$ cat src/rtl/fis_seq_pkg.sv
// Shared frame codes, command codes and state types of the command sequencer.
// Assumes 32-bit frame words with the frame type in bits 7:0 of the first word.
package fis_seq_pkg;
    localparam logic [7:0] FT_REG_H2D = 8'h27;
    localparam logic [7:0] FT_REG_D2H = 8'h34;
    localparam logic [7:0] FT_DMA_ACT = 8'h39;
    localparam logic [7:0] FT_DATA    = 8'h46;

    localparam logic [7:0] CMD_RD_DMA_EXT = 8'h25;
    localparam logic [7:0] CMD_WR_DMA_EXT = 8'h35;
    localparam logic [7:0] DEV_LBA_MODE   = 8'h40;

    typedef enum logic [1:0] {
        RX_STATUS,
        RX_ACTIVATE,
        RX_DATA,
        RX_OTHER
    } rx_kind_t;

    typedef enum logic [3:0] {
        S_IDLE,
        S_STAGE,
        S_CMD,
        S_LISTEN,
        S_DATA_HDR,
        S_DATA_PAY,
        S_RD_PAY,
        S_SKIP,
        S_DONE
    } seq_state_t;
endpackage

$ cat src/rtl/fis_h2d_builder.sv
// Builds the five words of the host-to-device register frame.
// Purely combinational; the caller selects the word with idx (0..4).
module fis_h2d_builder
    import fis_seq_pkg::*;
#(
    parameter int LBA_W = 48,
    parameter int CNT_W = 16
) (
    input  logic [2:0]       idx,
    input  logic             is_write,
    input  logic [LBA_W-1:0] lba,
    input  logic [CNT_W-1:0] count,
    output logic [31:0]      word,
    output logic             last
);
    localparam int LO_W = 24;
    localparam int HI_W = LBA_W - LO_W;

    logic [7:0] cmd;

    // Pick the DMA command code from the direction.
    always_comb cmd = is_write ? CMD_WR_DMA_EXT : CMD_RD_DMA_EXT;

    // Select the frame word for the current index.
    always_comb begin
        word = '0;
        unique case (idx)
            3'd0: word = {8'h00, cmd, 8'h80, FT_REG_H2D};
            3'd1: word = {DEV_LBA_MODE, lba[LO_W-1:0]};
            3'd2: word = {8'h00, {(LO_W-HI_W){1'b0}}, lba[LBA_W-1:LO_W]};
            3'd3: word = {{(32-CNT_W){1'b0}}, count};
            default: word = '0;
        endcase
    end

    // Flag the final word of the frame.
    always_comb last = (idx == 3'd4);
endmodule

$ cat src/rtl/fis_rx_classify.sv
// Classifies a received frame from the type byte of its first word.
// Combinational; meaningful only while the word is a frame header.
module fis_rx_classify
    import fis_seq_pkg::*;
(
    input  logic [31:0] hdr,
    output rx_kind_t    kind
);
    // Map the type byte onto the frame kinds the sequencer acts on.
    always_comb begin
        unique case (hdr[7:0])
            FT_REG_D2H: kind = RX_STATUS;
            FT_DMA_ACT: kind = RX_ACTIVATE;
            FT_DATA:    kind = RX_DATA;
            default:    kind = RX_OTHER;
        endcase
    end
endmodule

$ cat src/rtl/fis_beat_counter.sv
// Word counter within a frame: cleared on state change, stepped per word moved.
// Assumes clear and step never need to wrap within one frame.
module fis_beat_counter #(
    parameter int W = 8
) (
    input  logic         clk,
    input  logic         rst_n,
    input  logic         clear,
    input  logic         step,
    output logic [W-1:0] value
);
    // Count accepted words, clear taking priority.
    always_ff @(posedge clk) begin
        if (!rst_n)     value <= '0;
        else if (clear) value <= '0;
        else if (step)  value <= value + 1'b1;
    end
endmodule

$ cat src/rtl/fis_cmd_seq.sv
// Host command sequencer: turns a read/write sector request into the register,
// activation, data and status frame exchange. Write data streams straight from
// the user FIFO and a sector starts only when the FIFO holds a whole one.
// Assumes req_count is nonzero and usr_wvalid/usr_wlevel never shrink without a pop.
module fis_cmd_seq
    import fis_seq_pkg::*;
#(
    parameter int SECTOR_WORDS = 128,
    parameter int LBA_W        = 48,
    parameter int CNT_W        = 16,
    parameter int LVL_W        = 10
) (
    input  logic              clk,
    input  logic              rst_n,
    input  logic              req_valid,
    output logic              req_ready,
    input  logic              req_write,
    input  logic [LBA_W-1:0]  req_lba,
    input  logic [CNT_W-1:0]  req_count,
    input  logic [31:0]       usr_wdata,
    input  logic              usr_wvalid,
    output logic              usr_wready,
    input  logic [LVL_W-1:0]  usr_wlevel,
    output logic [31:0]       tx_data,
    output logic              tx_last,
    output logic              tx_valid,
    input  logic              tx_ready,
    input  logic [31:0]       rx_data,
    input  logic              rx_last,
    input  logic              rx_valid,
    output logic              rx_ready,
    output logic [31:0]       rd_data,
    output logic              rd_last,
    output logic              rd_valid,
    input  logic              rd_ready,
    output logic              done,
    output logic              done_err,
    output logic [7:0]        status_out
);
    localparam int BEAT_W = (SECTOR_WORDS > 8) ? $clog2(SECTOR_WORDS) : 3;
    localparam logic [BEAT_W-1:0] LAST_BEAT = BEAT_W'(SECTOR_WORDS - 1);
    localparam logic [LVL_W-1:0]  FULL_LVL  = LVL_W'(SECTOR_WORDS);

    seq_state_t           state, state_n, skip_next, skip_next_n;
    logic                 op_write;
    logic [LBA_W-1:0]     op_lba;
    logic [CNT_W-1:0]     op_count;
    logic [CNT_W:0]       sec_left;
    logic [7:0]           stat_q;
    logic [BEAT_W-1:0]    beat;
    logic [31:0]          h2d_word;
    logic                 h2d_last;
    rx_kind_t             kind;
    logic                 staged, tx_hs, rx_hs;

    fis_h2d_builder #(.LBA_W(LBA_W), .CNT_W(CNT_W)) u_h2d (
        .idx      (beat[2:0]),
        .is_write (op_write),
        .lba      (op_lba),
        .count    (op_count),
        .word     (h2d_word),
        .last     (h2d_last)
    );

    fis_rx_classify u_cls (
        .hdr  (rx_data),
        .kind (kind)
    );

    fis_beat_counter #(.W(BEAT_W)) u_beat (
        .clk   (clk),
        .rst_n (rst_n),
        .clear (state_n != state),
        .step  (tx_hs),
        .value (beat)
    );

    // Handshake and staging conditions.
    always_comb begin
        staged = (usr_wlevel >= FULL_LVL);
        tx_hs  = tx_valid && tx_ready;
        rx_hs  = rx_valid && rx_ready;
    end

    // Transmit side: command words, data header, or user payload.
    always_comb begin
        tx_valid = 1'b0;
        tx_data  = '0;
        tx_last  = 1'b0;
        unique case (state)
            S_CMD: begin
                tx_valid = 1'b1;
                tx_data  = h2d_word;
                tx_last  = h2d_last;
            end
            S_DATA_HDR: begin
                tx_valid = staged;
                tx_data  = {24'h0, FT_DATA};
            end
            S_DATA_PAY: begin
                tx_valid = usr_wvalid;
                tx_data  = usr_wdata;
                tx_last  = (beat == LAST_BEAT);
            end
            default: ;
        endcase
    end

    // Receive side, read output and requester handshake.
    always_comb begin
        usr_wready = (state == S_DATA_PAY) && tx_ready;
        rx_ready   = (state == S_LISTEN) || (state == S_SKIP) ||
                     ((state == S_RD_PAY) && rd_ready);
        rd_valid   = (state == S_RD_PAY) && rx_valid;
        rd_data    = rx_data;
        rd_last    = (state == S_RD_PAY) && rx_last;
        req_ready  = (state == S_IDLE);
        done       = (state == S_DONE);
        done_err   = (state == S_DONE) && stat_q[0];
        status_out = stat_q;
    end

    // Next-state choice for the frame sequence.
    always_comb begin
        state_n     = state;
        skip_next_n = skip_next;
        unique case (state)
            S_IDLE:  if (req_valid) state_n = req_write ? S_STAGE : S_CMD;
            S_STAGE: if (staged) state_n = S_CMD;
            S_CMD:   if (tx_hs && h2d_last) state_n = S_LISTEN;
            S_LISTEN: if (rx_valid) begin
                unique case (kind)
                    RX_STATUS: begin
                        skip_next_n = S_DONE;
                        state_n     = rx_last ? S_DONE : S_SKIP;
                    end
                    RX_ACTIVATE: begin
                        if (op_write && sec_left != '0) begin
                            skip_next_n = S_DATA_HDR;
                            state_n     = rx_last ? S_DATA_HDR : S_SKIP;
                        end else begin
                            skip_next_n = S_LISTEN;
                            state_n     = rx_last ? S_LISTEN : S_SKIP;
                        end
                    end
                    RX_DATA: begin
                        if (!op_write) begin
                            state_n = rx_last ? S_LISTEN : S_RD_PAY;
                        end else begin
                            skip_next_n = S_LISTEN;
                            state_n     = rx_last ? S_LISTEN : S_SKIP;
                        end
                    end
                    default: begin
                        skip_next_n = S_LISTEN;
                        state_n     = rx_last ? S_LISTEN : S_SKIP;
                    end
                endcase
            end
            S_SKIP:     if (rx_hs && rx_last) state_n = skip_next;
            S_DATA_HDR: if (tx_hs) state_n = S_DATA_PAY;
            S_DATA_PAY: if (tx_hs && beat == LAST_BEAT) state_n = S_LISTEN;
            S_RD_PAY:   if (rx_hs && rx_last) state_n = S_LISTEN;
            S_DONE:     state_n = S_IDLE;
            default:    state_n = S_IDLE;
        endcase
    end

    // State register.
    always_ff @(posedge clk) begin
        if (!rst_n) begin
            state     <= S_IDLE;
            skip_next <= S_LISTEN;
        end else begin
            state     <= state_n;
            skip_next <= skip_next_n;
        end
    end

    // Operation fields, sectors remaining and captured status.
    always_ff @(posedge clk) begin
        if (!rst_n) begin
            op_write <= 1'b0;
            op_lba   <= '0;
            op_count <= '0;
            sec_left <= '0;
            stat_q   <= '0;
        end else begin
            if (state == S_IDLE && req_valid) begin
                op_write <= req_write;
                op_lba   <= req_lba;
                op_count <= req_count;
                sec_left <= {1'b0, req_count};
            end
            if (state == S_DATA_PAY && tx_hs && beat == LAST_BEAT)
                sec_left <= sec_left - 1'b1;
            if (state == S_LISTEN && rx_valid && kind == RX_STATUS)
                stat_q <= rx_data[23:16];
        end
    end
endmodule

$ cat config.mk
export PLATFORM = sky130hd
export DESIGN_NAME = fis_cmd_seq
export DESIGN_NICKNAME = d
export VERILOG_FILES = /design/src/rtl/fis_seq_pkg.sv /design/src/rtl/fis_h2d_builder.sv /design/src/rtl/fis_rx_classify.sv /design/src/rtl/fis_beat_counter.sv /design/src/rtl/fis_cmd_seq.sv
export SDC_FILE = /design/constraint.sdc
export NUM_CORES = 1
export LEC_CHECK = 0
export BUFFER_PORTS_ARGS = -buffer_cell sky130_fd_sc_hd__buf_2
export CORE_ASPECT_RATIO = 0.8
export CORE_UTILIZATION = 40
export DETAILED_ROUTE_END_ITERATION = 7
export GPL_ROUTABILITY_DRIVEN = 0
export GPL_TIMING_DRIVEN = 1
export PLACE_DENSITY = 0.65
export SLEW_MARGIN = 20
export SYNTH_ARGS = -nofsm -noshare
export SYNTH_HDL_FRONTEND = slang
export SYNTH_SLANG_ARGS = --single-unit
$ cat constraint.sdc
create_clock -name clk -period 3.9 [get_ports clk]
set_input_delay 0.585 -clock clk [delete_from_list [all_inputs] [get_ports clk]]
set_output_delay 0.585 -clock clk [all_outputs]
set_load 0.03 [all_outputs]
=== Yosys cells after proc, flatten, opt, wreduce, memory -nomap -nowiden ===
Cells that the tools add are included.

* Logic and storage cells: 85
* Register bits: 105
* Output and inout port bits: 81
* Input port bits: 147

* Multiplexer cells: 28
* Add/subtract/negate cells: 2
* Bitwise gates (word level): 1
* Magnitude comparators: 1
* Reduce and logical (&&, ||, !) cells: 25
* Equal/unequal tests: 20

{| class="wikitable"
|+ Operators with widths
! operator !! number
|-
| case mux 31 bit (4 select lines) || 1
|-
| case mux 32 bit (3 select lines) || 1
|-
| 2-to-1 mux 4 bit || 10
|-
| 2-to-1 mux 17 bit || 2
|-
| case mux 4 bit (8 select lines) || 1
|-
| case mux 4 bit (3 select lines) || 2
|-
| nonzero test 17 bit || 1
|-
| subtractor 17 x 1 -> 17 bit (second input constant) || 1
|-
| equality test 4 x 3 -> 1 bit (second input constant) || 4
|-
| equality test 8 x 6 -> 1 bit (second input constant) || 2
|-
| logical AND 1 bit || 16
|-
| 2-to-1 mux 3 bit || 5
|-
| greater-or-equal comparator 10 x 8 -> 1 bit (second input constant) || 1
|-
| equality test 4 x 2 -> 1 bit (second input constant) || 2
|-
| equality test 8 x 7 -> 1 bit (second input constant) || 1
|-
| adder 7 x 1 -> 7 bit (second input constant) || 1
|-
| equality test 7 bit (second input constant) || 1
|-
| equality test 3 x 2 -> 1 bit (second input constant) || 2
|-
| case mux 2 bit (3 select lines) || 1
|-
| 2-to-1 mux 5 bit || 1
|-
| equality test 4 x 1 -> 1 bit (second input constant) || 1
|-
| equality test 4 bit (second input constant) || 1
|-
| zero test 4 bit || 1
|-
| 2-to-1 mux 2 bit || 2
|-
| 15 further kinds || 16
|}

=== Longest topological paths before layout ===
Gate-level depths: netlist of run 1.

* Depth in word-level cells: 9
* Gate-level depth with buffers: 9
* Gate-level depth less buffers: 8

=== Cells and area by module ===
A second synthesis of run 1 with hierarchy kept.

* Cells, all modules: 742
* Area, all modules: 5,778.0 µm²

{| class="wikitable"
|+ By module, submodules not included
! module !! seq. area each (µm²) !! area each (µm²) !! times used !! cells each
|-
| fis_cmd_seq || 1,941.9 || 4,727.0 || 1 || 608
|-
| fis_h2d_builder || 0.0 || 699.4 || 1 || 96
|-
| fis_beat_counter || 140.1 || 279.0 || 1 || 30
|-
| fis_rx_classify || 0.0 || 72.6 || 1 || 8
|}

=== Worst setup path before layout of run 1 ===
Ideal clock, no wire load.

* Path type: reg2out
* Start point: reg u_beat.value[0]
* End point: out tx_data[12]
* Path buffers: 3
* Arrival: 2.278 ns
* Required time: 3.315 ns
* Cell stages (with the launch flop): 8
* Path slack: 1.037 ns
* Cells stage by stage: dfxtp_1 ha_1 clkbuf_1 nor2b_1 clkbuf_1 clkbuf_1 a222oi_1 o21ai_0

* Word-level cells in the longest chain between the ends: 3
* Elaborated cells between the ends (all ways): 6
* Classes of those cells: 3 x eq/ne; 2 x mux; 1 x reduce/logical

{| class="wikitable"
|+ Ends and longest elaborated chain
! what !! line !! RTL
|-
| start: declaration || fis_beat_counter.sv:10 || <nowiki>output logic [W-1:0] value</nowiki>
|-
| start signal: assignment || fis_beat_counter.sv:16 || <nowiki>else if (step) value <= value + 1'b1;</nowiki>
|-
| equality test 3 x 2 -> 1 bit, or another cell as far along || fis_h2d_builder.sv:27 || <nowiki>unique case (idx)</nowiki>
|-
| case mux 31 bit (4 select lines) * || fis_h2d_builder.sv:27 ||
|-
| case mux 32 bit (3 select lines) * || fis_cmd_seq.sv:90 || <nowiki>unique case (state)</nowiki>
|-
| end: declaration || fis_cmd_seq.sv:24 || <nowiki>output logic [31:0] tx_data,</nowiki>
|}

Every way passes the cells marked *; elsewhere a longest branch is shown, timed or not.

=== Worst setup path in the final report of run 1 ===
* Start point: reg u_beat.value[1]
* End point: out tx_data[6]

Same word-level chain as after synthesis.

==> results of run 1 <==
## cell usage after synthesis (2+ instances only)
master     number  area (µm²)
a311o_1         2        20.0
a21boi_1        2        15.0
clkbuf_1       45         169
nor4bb_1        2        20.0
buf_4          32         240
and4b_1         2        20.0
nand4_1         6        37.5
nor2b_1        14        87.6
inv_1           7        26.3
o311ai_0        4        35.0
nor3_1          8        40.0
a21boi_0       11        82.6
o311a_1         2        20.0
nand2_1       170         638
or3_1           5        31.3
nor2_1         28         105
a221oi_1        8        70.1
xnor2_1         2        17.5
o21a_1          2        15.0
dfxtp_1       104        2080
nor4_1         11        68.8
a22oi_1         5        37.5
nand3_1        10        50.1
and3_1          7        43.8
mux2i_1        10         100
a31oi_1        10        62.6
a21oi_1        70         350
o2111ai_1       3        26.3
ha_1            7        87.6
o211ai_1        9        67.6
nand4b_1        2        17.5
o21ai_0        40         200
and2_1         19         119
xor2_1          3        26.3
nand2b_1        4        25.0
a222oi_1       12         120
o21bai_1        2        15.0
## critical path: stages, from the launching register on
cell and delay [ps]:
dfxtp_1 420, inv_1 90, ha_1 330, nor2b_1 230
buf_4 250, a222oi_1 690, o21ai_0 170, buf_2 210
## per-layer routing
layer	part of all wire	GRT usage
met5	0	0
met4	0.015	0.0756
met3	0.081	0.0515
met2	0.43	0.341
met1	0.48	0.320
## final timing paths
check / endpoint / from / slack [ps] / cells past startpoint
max reg2reg: sec_left[10]$_SDFFE_PN0P_ / state[0]$_SDFF_PN0_ / 1140 / 7
min: op_lba[21]$_SDFFE_PN0P_ / op_lba[21]$_SDFFE_PN0P_ / 450 / 2
max: tx_data[6] / u_beat.value[1]$_SDFFE_PP0P_ / 570 / 7
min reg2reg: op_lba[21]$_SDFFE_PN0P_ / op_lba[21]$_SDFFE_PN0P_ / 450 / 2
## power by group through the flow
stage	sequential, mW	clock [mW]	combinational [mW]
floorplan	1.18	0	0.344
global placement	1.20	0	0.447
detailed placement	1.21	0	0.448
CTS	1.18	0.950	0.449
global route	1.19	0.991	0.500
finish	1.18	0.933	0.450
## layout make-up
cell class / count / area [µm²] / area share
Antenna cell: 1 / 2.50 / 0.000385
Clock buffer: 10 / 239 / 0.0368
Clock inverter: 5 / 65.1 / 0.0100
Inverter: 8 / 31.3 / 0.00482
Multi-Input combinational cell: 512 / 2870 / 0.442
Sequential cell: 104 / 2080 / 0.321
Tap cell: 175 / 219 / 0.0337
Timing Repair Buffer: 194 / 986 / 0.152
## flip-flops by register name, indices dropped and copies added, names as in the netlist
register and count:
sec_left 17, op_write 1, op_count 16, u_beat.value 7, skip_next 3, op_lba 48, status_out 8, state 4
## stage by stage
stage	utilization	total power, mW
2_1_floorplan	-	1.53
3_3_place_gp	0.476	1.65
3_5_place_dp	0.476	1.65
4_1_cts	0.499	2.58
5_1_grt	0.499	2.68
6_report	0.499	2.57
## cells by family (layout without fill, tap and decap cells)
kind of cell             after synthesis  in the layout  share of synthesized area
AO/OA/AOI/OAI                        188            188                      0.220
XOR/XNOR                               5              5                    0.00811
adder cells (fa/ha/maj)                7              7                     0.0162
buffers and inverters                 88            217                     0.0850
flip-flops                           104            104                      0.385
multiplexers                          11             11                     0.0206
other                                  0              1                          0
AND/OR/NAND/NOR                      301            301                      0.265
==> results.py, run 1 <==
metrics = {
    "run_status": {
        "status": "finished clean",
    },
    "grt": {
        "first_global_vias": 4818,
        "antenna_found_initial": 1,
        "grt_first_pass_wirelength_mm": 25.0,
        "grt_max_degree": 78,
        "overflow": 0,
        "grt_usage": 0.227,
    },
    "setup_path": {
        "crit_type": "register to output pin",
        "critPathLaunchType": "register",
        "cp-end-kind": "output pin",
        "critPathMaxFanout": 15,
        "required_ps": 3310,
        "cp_data_arrival_time_ps": 2740,
    },
    "route": {
        "viasPerCell": 5.40,
        "drc_errors": 0,
        "drt-wirelength-per-cell_um": 15.9,
        "wl_mm": 16.0,
        "drtAntennaViolNets": 0,
        "drt_iter0_markers": 445,
        "vias": 5452,
        "first_pass_iters": 5,
    },
    "run": {
        "maxCapViolations": 0,
    },
    "final_layout": {
        "stdcell_count": 1009,
        "final_cell_mix": "buf_2 (188), nand2_1 (169), dfxtp_1 (104)",
        "final_nets": 983,
        "layout_commonest_cell": "buf_2",
        "fill_cells": 1331,
        "drive_above_1_share": 0.265,
        "syn_to_final_growth_pct": 20.2,
        "fin_area_um2": 6490,
    },
    "floorplanning": {
        "fp.dieH_um": 106,
        "rows": 37,
        "ios": 228,
        "dieArea_um2": 14000,
        "initial_core_util": 0.415,
        "fp.dieW_um": 132,
        "core_area_um2": 13000,
    },
    "placement": {
        "pre_cts_ws_ps": 1080,
        "io_buffers": 188,
        "dp_hpwl_mm": 11.4,
        "dpl_cell_area_um2": 6190,
        "dp_cells": 993,
    },
    "yosys": {
        "synth_warnings": 0,
        "netlist_instances": 704,
        "ys_seq_elements": 104,
        "synth_enable_flop_cells": 0,
        "synth.distinct_cells": 61,
        "yosys_most_used_dff": "dfxtp_1",
        "synth.cell_area_um2": 5400,
        "async_flop_share": 0,
        "seq_area_frac_synth": 0.385,
        "synth_fp_nets": 858,
        "synth.avg_cell_area_um2": 7.68,
    },
    "timing": {
        "setup_violations": 0,
        "max_slew_margin": 0.428,
        "worst_slack_ps": 571,
        "finalCritPeriodShare": 0.854,
        "rsz0062_at_grt": "no",
        "finalHoldViolCount": 0,
        "final.min_clock_period_ps": 3330,
        "tns_ps": 0,
        "fmax_mhz": 300,
        "worst_pin_slew_ps": 859,
        "clock_skew_ps": 11.4,
        "whs_ps": 455,
        "finalMaxSlewViolations": 0,
    },
    "clocking": {
        "cts_hold_buf": 0,
        "cts_root_buffer": "clkbuf_16",
        "cts_resized": 0,
        "cts_setup_buffers": 0,
        "clock-sinks": 104,
        "clock_latency_ps": 350,
        "cts.reportedPaths.clkPinSlew_ps": 70,
        "ctsLongestPathBuffers": 2,
        "numCtsBuffers": 9,
        "cts_tree": "yes",
        "htree_levels": 3,
    },
    "power": {
        "switching_power_mw": 0.760,
        "clockPowerShare": 0.364,
        "combinationalPowerShare": 0.175,
        "p_int_mw": 1.81,
        "p_leak_nw": 2.70,
        "seqPwrFrac": 0.461,
        "powerDensity_nw_per_um2": 395,
        "peakVddDrop_mv": 0.244,
        "p_sw_frac": 0.296,
    },
    "hold_path": {
        "hold_class": "register to register",
    },
}
No activity file was read; power rests on OpenSTA's default activity.
==> run 2, diff against run 1 <==
--- a/config.mk
+++ b/config.mk
@@ -12,6 +12,8 @@
 export GPL_ROUTABILITY_DRIVEN = 0
 export GPL_TIMING_DRIVEN = 1
 export PLACE_DENSITY = 0.65
+export RECOVER_POWER = 50
+export SKIP_CTS_REPAIR_TIMING = 1
 export SLEW_MARGIN = 20
 export SYNTH_ARGS = -nofsm -noshare
 export SYNTH_HDL_FRONTEND = slang
==> results.py, run 2 (same netlist as run 1, synthesis figures left out) <==
metrics = {
    "timing": {
        "finalMaxSlewViolations": 63,
        "whs_ps": 455,
        "max_slew_margin": -0.294,
        "clock_skew_ps": 10.4,
        "finalHoldViolCount": 0,
        "rsz0062_at_grt": "no",
        "worst_pin_slew_ps": 1940,
        "setup_violations": 0,
        "final.min_clock_period_ps": 3290,
        "tns_ps": 0,
        "fmax_mhz": 304,
        "finalCritPeriodShare": 0.843,
    },
    "setup_path": {
        "regToRegSetupSlack_ps": 1000,
        "rr_endpoint": "sec_left[10]$_SDFFE_PN0P_",
        "critPathMaxFanout": 15,
        "crit_start": "u_beat.value[1]$_SDFFE_PP0P_",
        "r2r-start": "state[0]$_SDFF_PN0_",
        "reg2reg_depth": 7,
        "crit_type": "register to output pin",
        "critPathLaunchType": "register",
        "cp-end-kind": "output pin",
        "required_ps": 3310,
        "crit_end": "tx_data[6]",
        "cp_data_arrival_time_ps": 2700,
    },
    "final_layout": {
        "fill_cells": 1355,
        "syn_to_final_growth_pct": 19.1,
        "stdcell_count": 1009,
        "final_cell_mix": "nand2_1 (169), buf_2 (157), dfxtp_1 (104)",
        "multi_input_comb_area_um2": 2850,
        "drive_above_1_share": 0.222,
        "largest_reg_flops": 48,
        "reg_top3": "op_lba x48, sec_left x17, op_count x16",
        "largest-register": "op_lba",
        "layout_commonest_cell": "nand2_1",
        "final_nets": 983,
        "seqCellArea_um2": 2080,
        "finish.utilization": 0.495,
    },
    "power": {
        "clockPowerShare": 0.365,
        "finalPower_mw": 2.56,
        "p_leak_nw": 2.59,
        "p_int_mw": 1.80,
        "switching_power_mw": 0.759,
        "seqPwrFrac": 0.462,
        "combinationalPowerShare": 0.174,
        "peakVddDrop_mv": 0.245,
        "powerDensity_nw_per_um2": 398,
        "p_sw_frac": 0.296,
    },
    "grt": {
        "antenna_found_initial": 1,
        "grt_max_degree": 78,
        "grt_usage": 0.227,
        "grt_first_pass_wirelength_mm": 25.0,
        "overflow": 0,
        "first_global_vias": 4818,
    },
    "floorplanning": {
        "initial_core_util": 0.415,
        "ios": 228,
        "fp.dieW_um": 132,
        "fp.dieH_um": 106,
        "dieArea_um2": 14000,
        "rows": 37,
        "core_area_um2": 13000,
    },
    "run_status": {
        "status": "finished with violations",
        "violations": "capacitance limit, slew limit",
    },
    "placement": {
        "dp_cells": 993,
        "dp_hpwl_mm": 11.4,
        "io_buffers": 188,
    },
    "route": {
        "wl_mm": 16.0,
        "drtAntennaViolNets": 0,
        "first_pass_iters": 5,
        "viasPerCell": 5.40,
        "drt_iter0_markers": 512,
        "drc_errors": 0,
        "drt-wirelength-per-cell_um": 15.9,
        "vias": 5452,
    },
    "clocking": {
        "cts_root_buffer": "clkbuf_16",
        "ctsLongestPathBuffers": 2,
        "clock-sinks": 104,
        "cts_tree": "yes",
        "clock_latency_ps": 350,
        "cts.reportedPaths.clkPinSlew_ps": 70,
        "numCtsBuffers": 9,
        "htree_levels": 3,
    },
    "hold_path": {
        "hold_class": "register to register",
    },
    "run": {
        "maxCapViolations": 1,
    },
}
==> run 2: critical path, cell delays in order (launching register included) <==
cell      delay, ps
dfxtp_1         420
inv_1            90
ha_1            320
nor2b_1         230
buf_4           240
a222oi_1        670
o21ai_0         150
buf_2           210
==> run 2: routing by layer <==
metal	track usage	up-vias	wire length, µm
met1	0.320	2517	7680
met3	0.0515	17	1230
met5	0	-	0
met4	0.0756	0	250
met2	0.341	210	6860
li1	-	2708	-
==> run 2: power by group through the flow <==
| stage | clock network (mW) | logic (mW) | registers, mW |
|---|---|---|---|
| 5_1_grt | 0.991 | 0.497 | 1.19 |
| 3_5_place_dp | 0 | 0.448 | 1.21 |
| 2_1_floorplan | 0 | 0.344 | 1.18 |
| 4_1_cts | 0.950 | 0.449 | 1.18 |
| 6_report | 0.934 | 0.446 | 1.18 |
| 3_3_place_gp | 0 | 0.447 | 1.20 |
==> run 2: area by class of cell <==
class,count,area share
tap,175,0.0340
timing repair buffer,194,0.147
clock buffer,10,0.0371
clock inverter,5,0.0101
sequential,104,0.323
antenna,1,0.000389
multi-input combinational,512,0.443
inverter,8,0.00467
==> run 2: how the worst min path moves through the flow <==
stage	startpoint	end	slack, ps	depth (start not counted)
final	op_lba[21]$_SDFFE_PN0P_	op_lba[21]$_SDFFE_PN0P_	450	2
after global routing	req_lba[3]	op_lba[3]$_SDFFE_PN0P_	460	3
after CTS	op_lba[31]$_SDFFE_PN0P_	op_lba[31]$_SDFFE_PN0P_	460	2
after detailed placement	op_lba[21]$_SDFFE_PN0P_	op_lba[21]$_SDFFE_PN0P_	450	2
after global placement	op_lba[18]$_SDFFE_PN0P_	op_lba[18]$_SDFFE_PN0P_	440	2
after floorplan	op_lba[27]$_SDFFE_PN0P_	op_lba[27]$_SDFFE_PN0P_	440	2
==> run 2: stage by stage <==
stage                     setup WS, ps  instance area [µm²]
final                              611                 6440
after global routing               297                 6430
after CTS                          693                 6490
after detailed placement          1080                 6190
after global placement            1120                 6190
after floorplan                   1040                 5400
==> run 3, diff against run 2 <==
==> constraint.sdc (replaced) <==
create_clock -name clk -period 3.1 [get_ports clk]
set_input_delay 0.465 -clock clk [delete_from_list [all_inputs] [get_ports clk]]
set_output_delay 0.465 -clock clk [all_outputs]
set_load 0.03 [all_outputs]
==> results.py, run 3 (same netlist as run 1, synthesis figures left out) <==
metrics = {
    "run_status": {
        "status": "finished with violations",
        "violations": "capacitance limit, slew limit",
    },
    "final_layout": {
        "final_nets": 999,
        "seqCellArea_um2": 2080,
        "final_cell_mix": "nand2_1 (169), buf_2 (161), dfxtp_1 (102)",
        "syn_to_final_growth_pct": 21.6,
        "fin_area_um2": 6570,
        "largest_reg_flops": 48,
        "largest-register": "op_lba",
        "reg_top3": "op_lba x48, sec_left x17, op_count x16",
        "multi_input_comb_area_um2": 2870,
        "layout_commonest_cell": "nand2_1",
        "drive_above_1_share": 0.249,
        "fill_cells": 1332,
    },
    "clocking": {
        "cts.reportedPaths.clkPinSlew_ps": 70,
        "numCtsBuffers": 9,
        "cts_tree": "yes",
        "ctsLongestPathBuffers": 2,
        "htree_levels": 3,
        "clock_latency_ps": 340,
        "cts_root_buffer": "clkbuf_16",
        "clock-sinks": 104,
    },
    "power": {
        "p_sw_frac": 0.307,
        "peakVddDrop_mv": 0.250,
        "seqPwrFrac": 0.469,
        "powerDensity_nw_per_um2": 481,
        "combinationalPowerShare": 0.185,
        "p_int_mw": 2.19,
        "switching_power_mw": 0.971,
        "p_leak_nw": 2.68,
        "clockPowerShare": 0.345,
    },
    "grt": {
        "antenna_found_initial": 1,
        "overflow": 0,
        "grt_first_pass_wirelength_mm": 25.5,
        "grt_usage": 0.232,
        "grt_max_degree": 78,
        "first_global_vias": 4931,
    },
    "timing": {
        "max_slew_margin": -0.0566,
        "tns_ps": 0,
        "finalCritPeriodShare": 0.918,
        "finalMaxSlewViolations": 78,
        "fmax_mhz": 351,
        "setup_violations": 0,
        "clock_skew_ps": 8.32,
        "finalHoldViolCount": 0,
        "worst_slack_ps": 255,
        "worst_pin_slew_ps": 1580,
        "rsz0062_at_grt": "no",
        "final.min_clock_period_ps": 2850,
    },
    "floorplanning": {
        "fp.dieH_um": 106,
        "core_area_um2": 13000,
        "fp.dieW_um": 132,
        "initial_core_util": 0.415,
        "dieArea_um2": 14000,
        "ios": 228,
        "rows": 37,
    },
    "setup_path": {
        "critPathMaxFanout": 10,
        "r2r-start": "state[1]$_SDFF_PN0_",
        "crit_start": "u_beat.value[0]$_SDFFE_PP0P_",
        "crit_type": "register to output pin",
        "critPathLaunchType": "register",
        "cp_data_arrival_time_ps": 2380,
        "required_ps": 2630,
        "cp-end-kind": "output pin",
    },
    "route": {
        "drt-wirelength-per-cell_um": 15.7,
        "wl_met3_mm": 1.17,
        "top_layer": "met4",
        "drtAntennaViolNets": 0,
        "wl_mm": 16.2,
        "viasPerCell": 5.37,
        "dr_wl_met2_mm": 6.97,
        "drt_iter0_markers": 465,
        "first_pass_iters": 8,
        "vias": 5508,
        "wirelength_met1_mm": 7.84,
        "drc_errors": 0,
    },
    "run": {
        "maxCapViolations": 1,
    },
    "placement": {
        "dp_hpwl_mm": 12.1,
        "dpl_cell_area_um2": 6320,
        "io_buffers": 188,
        "pre_cts_ws_ps": 465,
    },
    "hold_path": {
        "min_from": "req_lba[33]",
        "hold_class": "primary input to register",
    },
}
## run 3: cell types whose count changed in the layout (fill, tap and decap cells not counted), moves of 2 or more
cell | previous run | this run
buf_4 | 6 | 19
buf_2 | 157 | 161
clkbuf_1 | 31 | 28
dfxtp_1 | 104 | 102
dfxtp_2 | 0 | 2
nor2_1 | 29 | 27
nor2_2 | 0 | 2
## run 3: metal layers
layer | vias to the layer above | GRT usage
li1 | 2732 | -
met2 | 212 | 0.349
met5 | - | 0
met1 | 2545 | 0.334
met3 | 19 | 0.0505
met4 | 0 | 0.0565
## run 3: layout make-up
class,count,share of cell area
Multi-Input combinational cell,512,0.437
Sequential cell,104,0.317
Timing Repair Buffer,210,0.164
Clock buffer,9,0.0343
Tap cell,175,0.0333
Clock inverter,7,0.00971
Inverter,8,0.00457
Antenna cell,1,0.000381
## run 3: power by group through the flow
| stage | clock network [mW] | logic (mW) | registers [mW] |
|---|---|---|---|
| 2_1_floorplan | 0 | 0.432 | 1.49 |
| 3_3_place_gp | 0 | 0.585 | 1.51 |
| 3_5_place_dp | 0 | 0.586 | 1.51 |
| 4_1_cts | 1.12 | 0.589 | 1.48 |
| 5_1_grt | 1.18 | 0.648 | 1.49 |
| 6_report | 1.09 | 0.585 | 1.48 |
## run 3: worst paths after layout
kind | end | slack (ps) | cells past startpoint
min reg2reg | op_lba[28]$_SDFFE_PN0P_ | 460 | 2
max reg2reg | sec_left[3]$_SDFFE_PN0P_ | 380 | 6
max | tx_data[10] | 250 | 6
min | op_lba[33]$_SDFFE_PN0P_ | 350 | 3
## run 3: worst max-delay path, stage by stage (launching register included)
cell and delay [ps]:
dfxtp_2 360, ha_1 250, ha_1 340, buf_4 230, a222oi_1 520, o21ai_0 130, buf_2 200
## run 3: through the flow
step | util | power [mW] | hold WS (ps) | cells
after floorplan | - | 1.92 | 436 | 704
after global placement | 0.486 | 2.09 | 445 | 1009
after detailed placement | 0.486 | 2.10 | 446 | 1009
after CTS | 0.508 | 3.19 | 339 | 1025
after global routing | 0.505 | 3.32 | 348 | 1025
final | 0.505 | 3.16 | 350 | 1026
